**src/rtl/tsw_pkg.sv**
```systemverilog
package tsw_pkg;
    localparam int TSW_AW  = 32;
    localparam int TSW_SW  = 16;
    localparam int TSW_FW  = 32;
    localparam int TSW_IOW = 16;
    localparam int TSW_KW  = 3;
    localparam int TSW_TW  = 4;

    typedef enum logic [TSW_KW-1:0] {
        SW_JMP  = 3'd0,
        SW_CALL = 3'd1,
        SW_INTR = 3'd2,
        SW_IRET = 3'd3
    } sw_kind_e;

    localparam logic [TSW_TW-1:0] DT_NAR_FREE = 4'h1;
    localparam logic [TSW_TW-1:0] DT_NAR_BUSY = 4'h3;
    localparam logic [TSW_TW-1:0] DT_WID_FREE = 4'h9;
    localparam logic [TSW_TW-1:0] DT_WID_BUSY = 4'hB;
    localparam int DT_BUSY_BIT = 1;

    typedef struct packed {
        logic [TSW_KW-1:0]  kind;
        logic [TSW_TW-1:0]  dtype;
        logic [TSW_SW-1:0]  new_sel;
        logic [TSW_SW-1:0]  old_sel;
        logic [TSW_AW-1:0]  limit;
        logic [TSW_AW-1:0]  base;
        logic [TSW_FW-1:0]  old_flags;
        logic [TSW_FW-1:0]  new_flags;
        logic [TSW_IOW-1:0] iobase;
        logic [TSW_SW-1:0]  trap;
        logic [TSW_FW-1:0]  cr0;
    } tsw_req_t;

    typedef struct packed {
        logic               done;
        logic               kind_err;
        logic               fault;
        logic [TSW_SW-1:0]  fault_sel;
        logic               busy_err;
        logic               wide;
        logic               old_free;
        logic               new_busy;
        logic [TSW_FW-1:0]  old_flags;
        logic [TSW_FW-1:0]  new_flags;
        logic               link_we;
        logic [TSW_AW-1:0]  link_addr;
        logic [TSW_SW-1:0]  link_data;
        logic [TSW_FW-1:0]  cr0;
        logic [TSW_IOW-1:0] io_lim;
        logic [TSW_AW-1:0]  io_addr;
        logic               dbg_trap;
        logic [TSW_AW-1:0]  ip_addr;
        logic [TSW_AW-1:0]  flags_addr;
        logic [TSW_AW-1:0]  ldt_addr;
    } tsw_res_t;
endpackage

```
**src/rtl/tsw_fmt_dec.sv**
```systemverilog
module tsw_fmt_dec
    import tsw_pkg::*;
#(
    parameter int WIDE_MIN   = 32'h67,
    parameter int NARROW_MIN = 32'h2B
) (
    input  logic [TSW_TW-1:0] dtype_i,
    input  logic [TSW_AW-1:0] limit_i,
    output logic              type_ok_o,
    output logic              wide_o,
    output logic              marked_busy_o,
    output logic              limit_ok_o
);
    localparam logic [TSW_AW-1:0] WIDE_FLOOR   = TSW_AW'(WIDE_MIN);
    localparam logic [TSW_AW-1:0] NARROW_FLOOR = TSW_AW'(NARROW_MIN);

    always_comb begin
        type_ok_o = 1'b1;
        wide_o    = 1'b0;
        case (dtype_i)
            DT_NAR_FREE, DT_NAR_BUSY: wide_o = 1'b0;
            DT_WID_FREE, DT_WID_BUSY: wide_o = 1'b1;
            default:                  type_ok_o = 1'b0;
        endcase
    end

    assign marked_busy_o = dtype_i[DT_BUSY_BIT];
    assign limit_ok_o    = wide_o ? (limit_i >= WIDE_FLOOR) : (limit_i >= NARROW_FLOOR);
endmodule

```
**src/rtl/tsw_kind_mx.sv**
```systemverilog
module tsw_kind_mx
    import tsw_pkg::*;
(
    input  logic [TSW_KW-1:0] kind_i,
    output logic              kind_ok_o,
    output logic              free_old_o,
    output logic              busy_new_o,
    output logic              drop_old_nt_o,
    output logic              raise_new_nt_o,
    output logic              write_link_o,
    output logic              want_busy_o
);
    always_comb begin
        kind_ok_o      = 1'b1;
        free_old_o     = 1'b0;
        busy_new_o     = 1'b0;
        drop_old_nt_o  = 1'b0;
        raise_new_nt_o = 1'b0;
        write_link_o   = 1'b0;
        want_busy_o    = 1'b0;
        case (sw_kind_e'(kind_i))
            SW_JMP: begin
                free_old_o = 1'b1;
                busy_new_o = 1'b1;
            end
            SW_CALL, SW_INTR: begin
                busy_new_o     = 1'b1;
                raise_new_nt_o = 1'b1;
                write_link_o   = 1'b1;
            end
            SW_IRET: begin
                free_old_o    = 1'b1;
                drop_old_nt_o = 1'b1;
                want_busy_o   = 1'b1;
            end
            default: kind_ok_o = 1'b0;
        endcase
    end
endmodule

```
**src/rtl/tsw_io_win.sv**
```systemverilog
module tsw_io_win
    import tsw_pkg::*;
(
    input  logic               en_i,
    input  logic [TSW_IOW-1:0] iobase_i,
    input  logic [TSW_AW-1:0]  limit_i,
    input  logic [TSW_AW-1:0]  base_i,
    output logic [TSW_IOW-1:0] io_lim_o,
    output logic [TSW_AW-1:0]  io_addr_o
);
    logic [TSW_AW-1:0] iob_ext;
    logic [TSW_AW-1:0] span;
    logic              open_win;

    assign iob_ext  = TSW_AW'(iobase_i);
    assign span     = limit_i - iob_ext;
    assign open_win = en_i && (iobase_i != '0) && (iob_ext < limit_i);

    always_comb begin
        io_lim_o  = '0;
        io_addr_o = '0;
        if (open_win) begin
            io_lim_o  = span[TSW_IOW-1:0];
            io_addr_o = base_i + iob_ext;
        end
    end
endmodule

```
**src/rtl/tsw_ctrl.sv**
```systemverilog
module tsw_ctrl
    import tsw_pkg::*;
#(
    parameter int NT_BIT      = 14,
    parameter int TS_BIT      = 3,
    parameter int WIDE_MIN    = 32'h67,
    parameter int NARROW_MIN  = 32'h2B,
    parameter int WIDE_IP_OFS = 32,
    parameter int WIDE_FL_OFS = 36,
    parameter int WIDE_LD_OFS = 96,
    parameter int NAR_IP_OFS  = 14,
    parameter int NAR_FL_OFS  = 16,
    parameter int NAR_LD_OFS  = 42
) (
    input  logic               clk,
    input  logic               rst_n,
    input  logic               start_i,
    input  logic [TSW_KW-1:0]  kind_i,
    input  logic [TSW_TW-1:0]  dtype_i,
    input  logic [TSW_SW-1:0]  new_sel_i,
    input  logic [TSW_SW-1:0]  old_sel_i,
    input  logic [TSW_AW-1:0]  limit_i,
    input  logic [TSW_AW-1:0]  base_i,
    input  logic [TSW_FW-1:0]  old_flags_i,
    input  logic [TSW_FW-1:0]  new_flags_i,
    input  logic [TSW_IOW-1:0] iobase_i,
    input  logic [TSW_SW-1:0]  trap_i,
    input  logic [TSW_FW-1:0]  cr0_i,
    output logic               done_o,
    output logic               kind_err_o,
    output logic               fault_o,
    output logic [TSW_SW-1:0]  fault_sel_o,
    output logic               busy_err_o,
    output logic               wide_o,
    output logic               old_free_o,
    output logic               new_busy_o,
    output logic [TSW_FW-1:0]  old_flags_o,
    output logic [TSW_FW-1:0]  new_flags_o,
    output logic               link_we_o,
    output logic [TSW_AW-1:0]  link_addr_o,
    output logic [TSW_SW-1:0]  link_data_o,
    output logic [TSW_FW-1:0]  cr0_o,
    output logic [TSW_IOW-1:0] io_lim_o,
    output logic [TSW_AW-1:0]  io_addr_o,
    output logic               dbg_trap_o,
    output logic [TSW_AW-1:0]  ip_addr_o,
    output logic [TSW_AW-1:0]  flags_addr_o,
    output logic [TSW_AW-1:0]  ldt_addr_o
);
    localparam logic [TSW_FW-1:0] NT_MASK = TSW_FW'(1) << NT_BIT;
    localparam logic [TSW_FW-1:0] TS_MASK = TSW_FW'(1) << TS_BIT;

    typedef struct packed {
        logic     pend;
        tsw_req_t req;
        tsw_res_t res;
    } tsw_state_t;

    tsw_state_t st_d, st_q;

    logic type_ok, fmt_wide, marked_busy, limit_ok;
    logic kind_ok, free_old, busy_new, drop_old_nt, raise_new_nt, write_link, want_busy;
    logic accept;
    logic [TSW_IOW-1:0] win_lim;
    logic [TSW_AW-1:0]  win_addr;

    tsw_fmt_dec #(
        .WIDE_MIN   (WIDE_MIN),
        .NARROW_MIN (NARROW_MIN)
    ) fmt_i (
        .dtype_i       (st_q.req.dtype),
        .limit_i       (st_q.req.limit),
        .type_ok_o     (type_ok),
        .wide_o        (fmt_wide),
        .marked_busy_o (marked_busy),
        .limit_ok_o    (limit_ok)
    );

    tsw_kind_mx kmx_i (
        .kind_i         (st_q.req.kind),
        .kind_ok_o      (kind_ok),
        .free_old_o     (free_old),
        .busy_new_o     (busy_new),
        .drop_old_nt_o  (drop_old_nt),
        .raise_new_nt_o (raise_new_nt),
        .write_link_o   (write_link),
        .want_busy_o    (want_busy)
    );

    tsw_io_win iow_i (
        .en_i      (accept && fmt_wide),
        .iobase_i  (st_q.req.iobase),
        .limit_i   (st_q.req.limit),
        .base_i    (st_q.req.base),
        .io_lim_o  (win_lim),
        .io_addr_o (win_addr)
    );

    assign accept = kind_ok && type_ok && limit_ok && !(want_busy && !marked_busy);

    always_comb begin
        tsw_res_t r;
        st_d      = st_q;
        st_d.pend = start_i;
        if (start_i) begin
            st_d.req.kind      = kind_i;
            st_d.req.dtype     = dtype_i;
            st_d.req.new_sel   = new_sel_i;
            st_d.req.old_sel   = old_sel_i;
            st_d.req.limit     = limit_i;
            st_d.req.base      = base_i;
            st_d.req.old_flags = old_flags_i;
            st_d.req.new_flags = new_flags_i;
            st_d.req.iobase    = iobase_i;
            st_d.req.trap      = trap_i;
            st_d.req.cr0       = cr0_i;
        end

        r           = '0;
        r.done      = 1'b1;
        r.old_flags = st_q.req.old_flags;
        r.new_flags = st_q.req.new_flags;
        r.cr0       = st_q.req.cr0;
        if (!(kind_ok && type_ok)) begin
            r.kind_err = 1'b1;
        end else if (!limit_ok) begin
            r.fault     = 1'b1;
            r.fault_sel = st_q.req.new_sel;
            r.wide      = fmt_wide;
        end else if (!accept) begin
            r.busy_err = 1'b1;
            r.wide     = fmt_wide;
        end else begin
            r.wide     = fmt_wide;
            r.old_free = free_old;
            r.new_busy = busy_new;
            if (drop_old_nt)  r.old_flags = st_q.req.old_flags & ~NT_MASK;
            if (raise_new_nt) r.new_flags = st_q.req.new_flags | NT_MASK;
            r.link_we = write_link;
            if (write_link) begin
                r.link_addr = st_q.req.base;
                r.link_data = st_q.req.old_sel;
            end
            r.cr0      = st_q.req.cr0 | TS_MASK;
            r.io_lim   = win_lim;
            r.io_addr  = win_addr;
            r.dbg_trap = fmt_wide & st_q.req.trap[0];
            r.ip_addr    = st_q.req.base + TSW_AW'(fmt_wide ? WIDE_IP_OFS : NAR_IP_OFS);
            r.flags_addr = st_q.req.base + TSW_AW'(fmt_wide ? WIDE_FL_OFS : NAR_FL_OFS);
            r.ldt_addr   = st_q.req.base + TSW_AW'(fmt_wide ? WIDE_LD_OFS : NAR_LD_OFS);
        end

        if (st_q.pend) begin
            st_d.res = r;
        end else begin
            st_d.res.done = 1'b0;
        end
    end

    always_ff @(posedge clk or negedge rst_n) begin
        if (!rst_n) begin
            st_q <= '0;
        end else begin
            st_q <= st_d;
        end
    end

    assign done_o       = st_q.res.done;
    assign kind_err_o   = st_q.res.kind_err;
    assign fault_o      = st_q.res.fault;
    assign fault_sel_o  = st_q.res.fault_sel;
    assign busy_err_o   = st_q.res.busy_err;
    assign wide_o       = st_q.res.wide;
    assign old_free_o   = st_q.res.old_free;
    assign new_busy_o   = st_q.res.new_busy;
    assign old_flags_o  = st_q.res.old_flags;
    assign new_flags_o  = st_q.res.new_flags;
    assign link_we_o    = st_q.res.link_we;
    assign link_addr_o  = st_q.res.link_addr;
    assign link_data_o  = st_q.res.link_data;
    assign cr0_o        = st_q.res.cr0;
    assign io_lim_o     = st_q.res.io_lim;
    assign io_addr_o    = st_q.res.io_addr;
    assign dbg_trap_o   = st_q.res.dbg_trap;
    assign ip_addr_o    = st_q.res.ip_addr;
    assign flags_addr_o = st_q.res.flags_addr;
    assign ldt_addr_o   = st_q.res.ldt_addr;
endmodule

```
**config.mk**
```make
export PLATFORM = sky130hd
export DESIGN_NAME = tsw_ctrl
export DESIGN_NICKNAME = d
export VERILOG_FILES = /design/src/rtl/tsw_pkg.sv /design/src/rtl/tsw_fmt_dec.sv /design/src/rtl/tsw_kind_mx.sv /design/src/rtl/tsw_io_win.sv /design/src/rtl/tsw_ctrl.sv
export SDC_FILE = /design/constraint.sdc
export NUM_CORES = 1
export LEC_CHECK = 0
export ABC_AREA = 0
export BUFFER_PORTS_ARGS = -buffer_cell sky130_fd_sc_hd__buf_2
export CORE_ASPECT_RATIO = 0.75
export CORE_MARGIN = 3
export CORE_UTILIZATION = 40
export DETAILED_ROUTE_END_ITERATION = 12
export GPL_ROUTABILITY_DRIVEN = 0
export GPL_TIMING_DRIVEN = 0
export SETUP_SLACK_MARGIN = 0.15
export SYNTH_ARGS = -nofsm -noshare
export SYNTH_HDL_FRONTEND = slang
export SYNTH_HIERARCHICAL = 1
export SYNTH_SLANG_ARGS = --single-unit
```
**constraint.sdc**
```tcl
create_clock -name clk -period 5.3 [get_ports clk]
set_input_delay 1.06 -clock clk [delete_from_list [all_inputs] [get_ports clk]]
set_output_delay 1.06 -clock clk [all_outputs]
set_load 0.03 [all_outputs]
```
==> flow_summary.json, run 1 <==
{
  "cts_buffer_depth": 3,
  "drt_iter0_drc": 1268,
  "synth-seq-cells": 527,
  "clock_skew_ns": 0.02677,
  "finalWorstSetupSlack_ns": 1.551,
  "power_density_mw_per_mm2": 346.9,
  "hold_viol": 0,
  "drcViolationCount": 0,
  "path_max_fanout": 10,
  "dpl-instance-area_mm2": 0.03025,
  "grt_pass1_wl_um": 126800,
  "fp.dieH_um": 228.5,
  "grt_pass1_vias": 19970,
  "drive_gt1_frac": 0.4564,
  "tightest_slew_ns": 1.044,
  "pin_count": 547,
  "track_usage": 0.2426,
  "portBuffers": 531,
  "syn_inst": 2264,
  "clock-root-buffer": "clkbuf_16",
  "cts_tree": "yes",
  "synthTopCellsByArea": "dfrtp_1, mux2_2, buf_4",
  "period_share": 0.7074,
  "cts_buffers": 55,
  "nNetsFinal": 3149,
  "final.setup.tns_ns": 0,
  "wirelength_um": 85760,
  "dp_slack_ns": 1.685,
  "numClockSinks": 527,
  "status": "complete, no violations",
  "via_per_inst": 5.222,
  "peakVddDrop_uv": 261.9,
  "syn_area_per_cell_um2": 11.66,
  "synth_cell_types": 69,
  "fmax_ghz": 0.2667,
  "firstDrtPassIters": 5,
  "drv_slew": 0,
  "endpoint_kind": "flop",
  "syn_nets": 2557,
  "whs_path_depth": 0,
  "period_needed_ns": 3.749,
  "final_cell_area_mm2": 0.03227,
  "critPathLaunchType": "flop",
  "insertion_delay_ns": 0.64,
  "hold_buffers": 0,
  "cap_viol_max_count": 0,
  "antenna_found_initial": 14,
  "die-area_mm2": 0.06914,
  "ys_warn_count": 6,
  "fp.dieW_um": 302.6,
  "cts-resized-gates": 0,
  "leakagePower_nw": 15.78,
  "rsz0062_at_grt": "no",
  "overflow": 0,
  "rows": 80,
  "wl_per_cell_um": 22.76,
  "yosysSeqAreaShare": 0.4996,
  "synth_top_area_cell": "dfrtp_1",
  "hpwlAfterDp_um": 66860,
  "htreeDepth": 2,
  "holdWs_ns": 0.3858,
  "worstRegToRegCells": 12,
  "grt_max_degree": 123,
  "arrival_ns": 4.25,
  "start_util": 0.4095,
  "critical_path_class": "reg2reg",
  "nFillCells": 5913,
  "hold_path.class": "reg2reg",
  "antenna_left": 0,
  "vias": 19680,
  "design.core.area_mm2": 0.06446,
  "async_flop_share": 1.000,
  "yosysTopAreaCellShare": 0.4996,
  "synth_area_mm2": 0.02640,
  "path_clk_slew_ns": 0.06,
  "crit_required_ns": 5.80,
  "synth_ff_type": "dfrtp_1",
  "postCtsSetupRepairBufs": 0,
  "final_util": 0.5006,
  "relSlewSlack": 0.3040,
  "final-setup-viol-count": 0,
  "synth_edf_count": 0,
  "area_growth_pct": 22.23
}
[worst paths after layout]
check | start | end | slack [ns]
max reg2reg | st_q[537] | ip_addr_o[25] | 1.55
min reg2reg | st_q[544] | done_o | 0.39
min in group asynchronous | rst_n | io_addr_o[16] | 0.45
max in group asynchronous | rst_n | st_q[507] | 3.24
max | st_q[537] | ip_addr_o[25] | 1.55
min | st_q[544] | done_o | 0.39
[layout by cell type, fill, tap and decap left out, types with 5 or more instances in the layout]
master,n
a211o_1,7
a211oi_1,8
a21o_1,12
a21oi_1,35
a21oi_2,5
a221o_1,6
a22o_1,128
a31oi_1,8
and3_1,13
buf_2,572
buf_4,321
buf_6,5
bufinv_16,9
clkbuf_1,80
clkbuf_16,55
clkbuf_8,12
clkinv_2,5
dfrtp_1,527
diode_2,8
ha_1,56
inv_1,56
mux2_2,305
mux2i_1,6
nand2_1,124
nand2b_1,9
nand3_1,55
nand4_1,32
nor2_1,92
nor2b_1,7
nor3_1,26
nor3b_1,6
nor4_1,14
o211ai_1,7
o21a_1,9
o21ai_0,35
o2bb2ai_1,62
o31ai_1,8
xnor2_1,76
xor2_1,30
[per-layer routing]
layer,up-vias,part of all wire,track usage
met5,-,0.00092,0
met4,12,0.025,0.06416
met3,133,0.081,0.06296
met2,696,0.46,0.3876
met1,9959,0.43,0.3276
li1,8876,-,-
[synthesized netlist by cell type (7+ instances only)]
| cell | n |
|---|---|
| o2bb2ai_1 | 62 |
| mux2_2 | 305 |
| nand2_1 | 124 |
| nor2_1 | 92 |
| clkbuf_1 | 68 |
| nor4_1 | 14 |
| buf_2 | 42 |
| dfrtp_1 | 527 |
| a211o_1 | 7 |
| ha_1 | 56 |
| nand3_1 | 55 |
| inv_1 | 56 |
| o21a_1 | 9 |
| a21oi_1 | 35 |
| buf_4 | 321 |
| a211oi_1 | 8 |
| a31oi_1 | 8 |
| a22o_1 | 128 |
| and3_1 | 13 |
| nand4_1 | 32 |
| a21o_1 | 12 |
| o211ai_1 | 7 |
| nand2b_1 | 9 |
| nor3_1 | 26 |
| o21ai_0 | 35 |
| xnor2_1 | 76 |
| o31ai_1 | 8 |
| nor2b_1 | 7 |
| xor2_1 | 30 |
[metrics by stage]
stage          instances  total power, W
2_1_floorplan       2264        0.006197
3_3_place_gp        3656        0.006932
3_5_place_dp        3660        0.006997
4_1_cts             3760         0.01128
5_1_grt             3763         0.01167
6_report            3768         0.01120
[power breakdown]
part | switching (W) | leakage (nW) | internal [W]
clock | 0.00172 | 0.967 | 0.00254
sequential | 0.000273 | 6.62 | 0.00436
combinational | 0.00135 | 8.20 | 0.000958
total | 0.00334 | 15.8 | 0.00785
[cells by family (layout without fill, tap and decap cells)]
kind of cell / count (synthesis) / after routing / synth area share
xor gates and xnor gates: 106 / 106 / 0.03517
AOI/OAI and AO/OA: 357 / 357 / 0.1067
buffers and inverters: 496 / 1131 / 0.1196
DFF: 527 / 527 / 0.4996
muxes: 311 / 311 / 0.1324
other: 0 / 8 / 0
adders and majority gates: 59 / 59 / 0.02882
and+or+nand+nor: 408 / 408 / 0.07768
[sequential cells by signal (all words and copies together), names as in the netlist, 16 cells and up]
| name | flops |
|---|---|
| ip_addr_o | 32 |
| flags_addr_o | 31 |
| fault_sel_o | 16 |
| old_flags_o | 32 |
| link_data_o | 16 |
| link_addr_o | 32 |
| ldt_addr_o | 30 |
| cr0_o | 32 |
| new_flags_o | 32 |
| io_lim_o | 16 |
| io_addr_o | 32 |
| st_q | 217 |
[final cells by class]
class | count | area, um2 | share of cell area
Multi-Input combinational cell | 1241 | 10050 | 0.3115
Buffer | 440 | 2948 | 0.09136
Sequential cell | 527 | 13190 | 0.4087
Clock buffer | 79 | 1587 | 0.04917
Antenna cell | 8 | 20.02 | 0.0006204
Timing Repair Buffer | 535 | 2778 | 0.08608
Tap cell | 861 | 1077 | 0.03339
Clock inverter | 21 | 407.9 | 0.01264
Inverter | 56 | 210.2 | 0.006514
[critical path, cell delays in order (launching register included)]
cell and delay, ns:
dfrtp_1 0.37, nor2b_1 0.18, and2_1 0.32, inv_1 0.22, ha_1 0.29, inv_1 0.08
fa_1 0.38, nand2b_1 0.22, a21oi_1 0.38, clkbuf_1 0.48, nand4_1 0.29, xnor2_1 0.20
a22o_1 0.20
Power figures use the tool's default switching activity.
==> inputs of run 2 (changes only) <==
Clock period 5.3 ns to 3.1 ns, I/O delays scaled along.
==> flow_summary.json, run 2 (same netlist as run 1, synthesis figures left out) <==
{
  "relSlewSlack": 0.3100,
  "path_max_fanout": 8,
  "fmax_ghz": 0.3446,
  "nNetsFinal": 3161,
  "drive_gt1_frac": 0.4727,
  "wl_per_cell_um": 22.72,
  "track_usage": 0.2428,
  "via_per_inst": 5.192,
  "endpoint_kind": "flop",
  "vias": 19620,
  "rsz0062_at_grt": "yes",
  "drt_iter0_drc": 1388,
  "regMostFlops": "st_q",
  "drv_slew": 0,
  "period_share": 0.9362,
  "firstDrtPassIters": 6,
  "antenna_left": 0,
  "status": "complete, no violations",
  "grt_pass1_vias": 19990,
  "grt_max_degree": 123,
  "mostFrequentLayoutCells": "buf_2, dfrtp_1, buf_4",
  "final-setup-viol-count": 0,
  "fin_cells": 3779,
  "fp.dieW_um": 302.6,
  "cts_buffers": 55,
  "tightest_slew_ns": 1.035,
  "insertion_delay_ns": 0.64,
  "nFillCells": 5882,
  "leakagePower_nw": 15.88,
  "worstSetupStartpoint": "st_q[374]",
  "grt_pass1_wl_um": 127000,
  "largest_register_ffs": 217,
  "layout_commonest_cell": "buf_2",
  "peakVddDrop_uv": 447.1,
  "dp_slack_ns": -0.5154,
  "start_util": 0.4095,
  "rows": 80,
  "htreeDepth": 2,
  "wirelength_um": 85860,
  "hold_viol": 0,
  "hold_path.class": "in2async",
  "area_growth_pct": 23.55,
  "clock-root-buffer": "clkbuf_16",
  "finalWorstSetupSlack_ns": 0.1979,
  "cts_tree": "yes",
  "multi_input_area_mm2": 0.01025,
  "path_clk_slew_ns": 0.06,
  "seqCellArea_mm2": 0.01320,
  "arrival_ns": 3.46,
  "cts_buffer_depth": 3,
  "pin_count": 547,
  "power_density_mw_per_mm2": 589.5,
  "antenna_found_initial": 14,
  "dp.cells": 3660,
  "power.total_w": 0.01923,
  "critical_path_class": "reg2reg",
  "numClockSinks": 527,
  "overflow": 0,
  "hold_buffers": 0,
  "period_needed_ns": 2.902,
  "crit_required_ns": 3.66,
  "fp.dieH_um": 228.5,
  "clock_skew_ns": 0.02869,
  "r2r_start": "st_q[374]",
  "hpwlAfterDp_um": 66860,
  "design.core.area_mm2": 0.06446,
  "critPathLaunchType": "flop",
  "portBuffers": 531,
  "die-area_mm2": 0.06914,
  "drcViolationCount": 0,
  "cap_viol_max_count": 0
}
-- run 2: cell types whose count changed in the layout (fill, tap and decap cells not counted), sizes merged --
cell and change:
clkbuf -2, clkdlybuf4s15 +2, diode -1, buf +12
-- run 2: worst paths after layout --
| path | slack, ns | to | cells past startpoint |
|---|---|---|---|
| hold reg to reg | 0.39 | done_o | 0 |
| setup reg to reg | 0.20 | io_addr_o[31] | 10 |
| hold / removal | 0.0005 | io_addr_o[16] | 1 |
| min in group clk | 0.11 | st_q[544] | 1 |
| max in group asynchronous | 1.51 | st_q[507] | 3 |
| setup / recovery | 0.20 | io_addr_o[31] | 10 |
-- run 2: cell type report --
cell class / count / area share
antenna: 7 / 0.0005371
buffer: 440 / 0.09153
clock buffer: 79 / 0.04864
clock inverter: 21 / 0.01251
inverter: 56 / 0.006522
multi-input combinational: 1241 / 0.3143
sequential: 527 / 0.4047
tap: 861 / 0.03303
timing repair buffer: 547 / 0.08831
-- run 2: critical path, cell delays in order, from the launching register on --
cell	delay, ns
dfrtp_2	0.50
ha_1	0.31
clkbuf_1	0.29
nand4_1	0.26
o2bb2ai_1	0.35
nor2b_2	0.28
o21ai_1	0.17
xor2_1	0.19
nor2_1	0.23
nand2_1	0.08
o2bb2ai_1	0.16
-- run 2: repair_timing --
action | 4_1_cts | 5_1_grt
gates cloned | 0 | 0
setup endpoints to repair | 187 | 99
hold endpoints to repair | 0 | 0
pin swaps | 4 | 10
setup buffers | 5 | 7
gates resized for setup | 23 | 42
-- run 2: layer usage --
layer  GRT usage  vias to the layer above  routed length (um)
li1            -                     8870                   -
met1      0.3266                     9917               36530
met2      0.3894                      691               40120
met3     0.06438                      132                7087
met4     0.06235                       12                2031
met5           0                        -                  81
-- run 2: per-stage QoR --
step	TNS, ns	hold slack [ns]	util	instance area (um2)
floorplan	0	0.3244	-	26400
global placement	-4819.13	0.3748	0.4675	30130
detailed placement	-26.51	0.3717	0.4693	30250
CTS	0	0.03379	0.5019	32360
global route	0	0.05972	0.5058	32610
finish	0	0.0004898	0.5060	32620
-- run 2: where the power goes --
group / switching, W / internal [W] / leakage [nW] / total (W)
combinational: 0.00234 / 0.00169 / 8.30 / 0.00404
clock: 0.00294 / 0.00434 / 0.967 / 0.00727
sequential: 0.000470 / 0.00745 / 6.61 / 0.00792
==> inputs of run 3 (changes only) <==
==> constraint.sdc (replaced) <==
create_clock -name clk -period 3.1 [get_ports clk]
set_input_delay 0 -clock clk [delete_from_list [all_inputs] [get_ports clk]]
set_output_delay 0 -clock clk [all_outputs]
set_load 0.03 [all_outputs]
==> flow_summary.json, run 3 (same netlist as run 1, synthesis figures left out) <==
{
  "busiest_layer": "met2",
  "grt_max_degree": 123,
  "design.core.area_mm2": 0.06446,
  "period_needed_ns": 2.934,
  "layout_commonest_cell": "buf_2",
  "fp.dieW_um": 302.6,
  "grt_util_met3": 0.06400,
  "endpoint_kind": "flop",
  "track_usage": 0.2486,
  "drive_gt1_frac": 0.4394,
  "critPathLaunchType": "flop",
  "holdWs_ns": -0.006421,
  "power_density_mw_per_mm2": 560.1,
  "portBuffers": 531,
  "violations": "negative hold slack",
  "path_clk_slew_ns": 0.06,
  "grtUsageMet2": 0.3921,
  "rsz0062_at_grt": "yes",
  "worstRegToRegCells": 11,
  "path_max_fanout": 8,
  "status": "finished, violations left",
  "hold_viol": 6,
  "regMostFlops": "st_q",
  "nNetsFinal": 3379,
  "hold_path.class": "in2async",
  "cts_buffer_depth": 3,
  "grt_pass1_wl_um": 130600,
  "hpwlAfterDp_um": 66860,
  "fmax_ghz": 0.3409,
  "grt_pass1_vias": 21220,
  "firstDrtPassIters": 6,
  "overflow": 0,
  "cts_tree": "yes",
  "final_cell_area_mm2": 0.03480,
  "start_util": 0.4095,
  "antenna_found_initial": 8,
  "critical_path_class": "reg2reg",
  "arrival_ns": 3.50,
  "period_share": 0.9464,
  "pin_count": 547,
  "vias": 20640,
  "fp.dieH_um": 228.5,
  "dpl-instance-area_mm2": 0.03025,
  "final-setup-viol-count": 0,
  "crit_required_ns": 3.66,
  "peakVddDrop_uv": 448.1,
  "final.setup.tns_ns": 0,
  "drcViolationCount": 0,
  "drv_slew": 0,
  "largest_register_ffs": 217,
  "cts_buffers": 55,
  "antenna_left": 0,
  "htreeDepth": 2,
  "via_per_inst": 5.162,
  "insertion_delay_ns": 0.64,
  "clock-root-buffer": "clkbuf_16",
  "die-area_mm2": 0.06914,
  "wl_per_cell_um": 22.01,
  "rows": 80,
  "wirelength_um": 87990,
  "use_met1": 0.3280,
  "area_growth_pct": 31.83,
  "numClockSinks": 527,
  "power.total_w": 0.01949,
  "leakagePower_nw": 16.79,
  "mostFrequentLayoutCells": "buf_2, dfrtp_1, buf_4",
  "cap_viol_max_count": 0,
  "tightest_slew_ns": 1.059,
  "relSlewSlack": 0.2939,
  "clock_skew_ns": 0.02641,
  "drt_iter0_drc": 1421
}
[run 3: cell count changes in the layout (fill, tap and decap cells not counted)]
cell / previous run / this run
buf_1: 3 / 4
clkbuf_1: 75 / 74
diode_2: 7 / 8
dlygate4sd3_1: 0 / 218
nor3_2: 2 / 1
nor3_4: 1 / 2
nor4_1: 11 / 12
nor4_2: 5 / 4
[run 3: power by group]
group          internal (W)  switching [W]
Combinational       0.00187        0.00242
Sequential          0.00745       0.000474
Clock               0.00434        0.00294
[run 3: path summary, 6_finish.rpt]
path,start,to,slack [ns]
worst max-delay path,st_q[373],io_addr_o[31],0.17
worst min-delay path,rst_n,io_addr_o[20],-0.006
worst max register to register,st_q[373],io_addr_o[31],0.17
worst min register to register,st_q[544],done_o,0.39
max in group asynchronous,rst_n,st_q[512],1.53
min in group clk,start_i,st_q[544],0.04
[run 3: through the flow]
stage / util / setup WS (ns) / instances
6_report: 0.5398 / 0.1663 / 3998
5_1_grt: 0.5397 / 0.02832 / 3993
4_1_cts: 0.5358 / 0.1262 / 3983
3_5_place_dp: 0.4693 / -0.5154 / 3660
3_3_place_gp: 0.4675 / -8.593 / 3656
2_1_floorplan: - / 0.3549 / 2264
[run 3: what timing repair did]
item,4_1_cts,5_1_grt
hold buffers,218,0
resized for setup,23,43
hold endpoints to repair,315,0
setup buffers,5,7
endpoints found under the setup margin,187,100
pin swaps,4,11
[run 3: metal layers]
metal	routed length, um	part of all wire
met5	13	0.00015
met4	3413	0.039
met3	7061	0.080
met2	40300	0.46
met1	37200	0.42
[run 3: area by class of cell]
| class | instances | area, um2 |
|---|---|---|
| inverters | 56 | 212.7 |
| clock inverters | 21 | 407.9 |
| fillers | 5649 | 29660 |
| multi-input cells | 1241 | 10250 |
| clock buffers | 79 | 1587 |
| repair buffers | 765 | 5062 |
| well taps | 861 | 1077 |
| plain buffers | 440 | 2985 |
| flip-flops and latches | 527 | 13200 |
| diodes | 8 | 20.02 |
[run 3: critical path, cell delays in order (launching register included)]
cell and delay [ns]:
dfrtp_1 0.52, ha_1 0.35, clkbuf_2 0.17, nand2_1 0.12
o21a_1 0.25, o2bb2ai_1 0.33, nor2b_2 0.29, o21ai_1 0.18
xor2_1 0.19, nor2_1 0.22, nand2_1 0.08, o2bb2ai_1 0.16
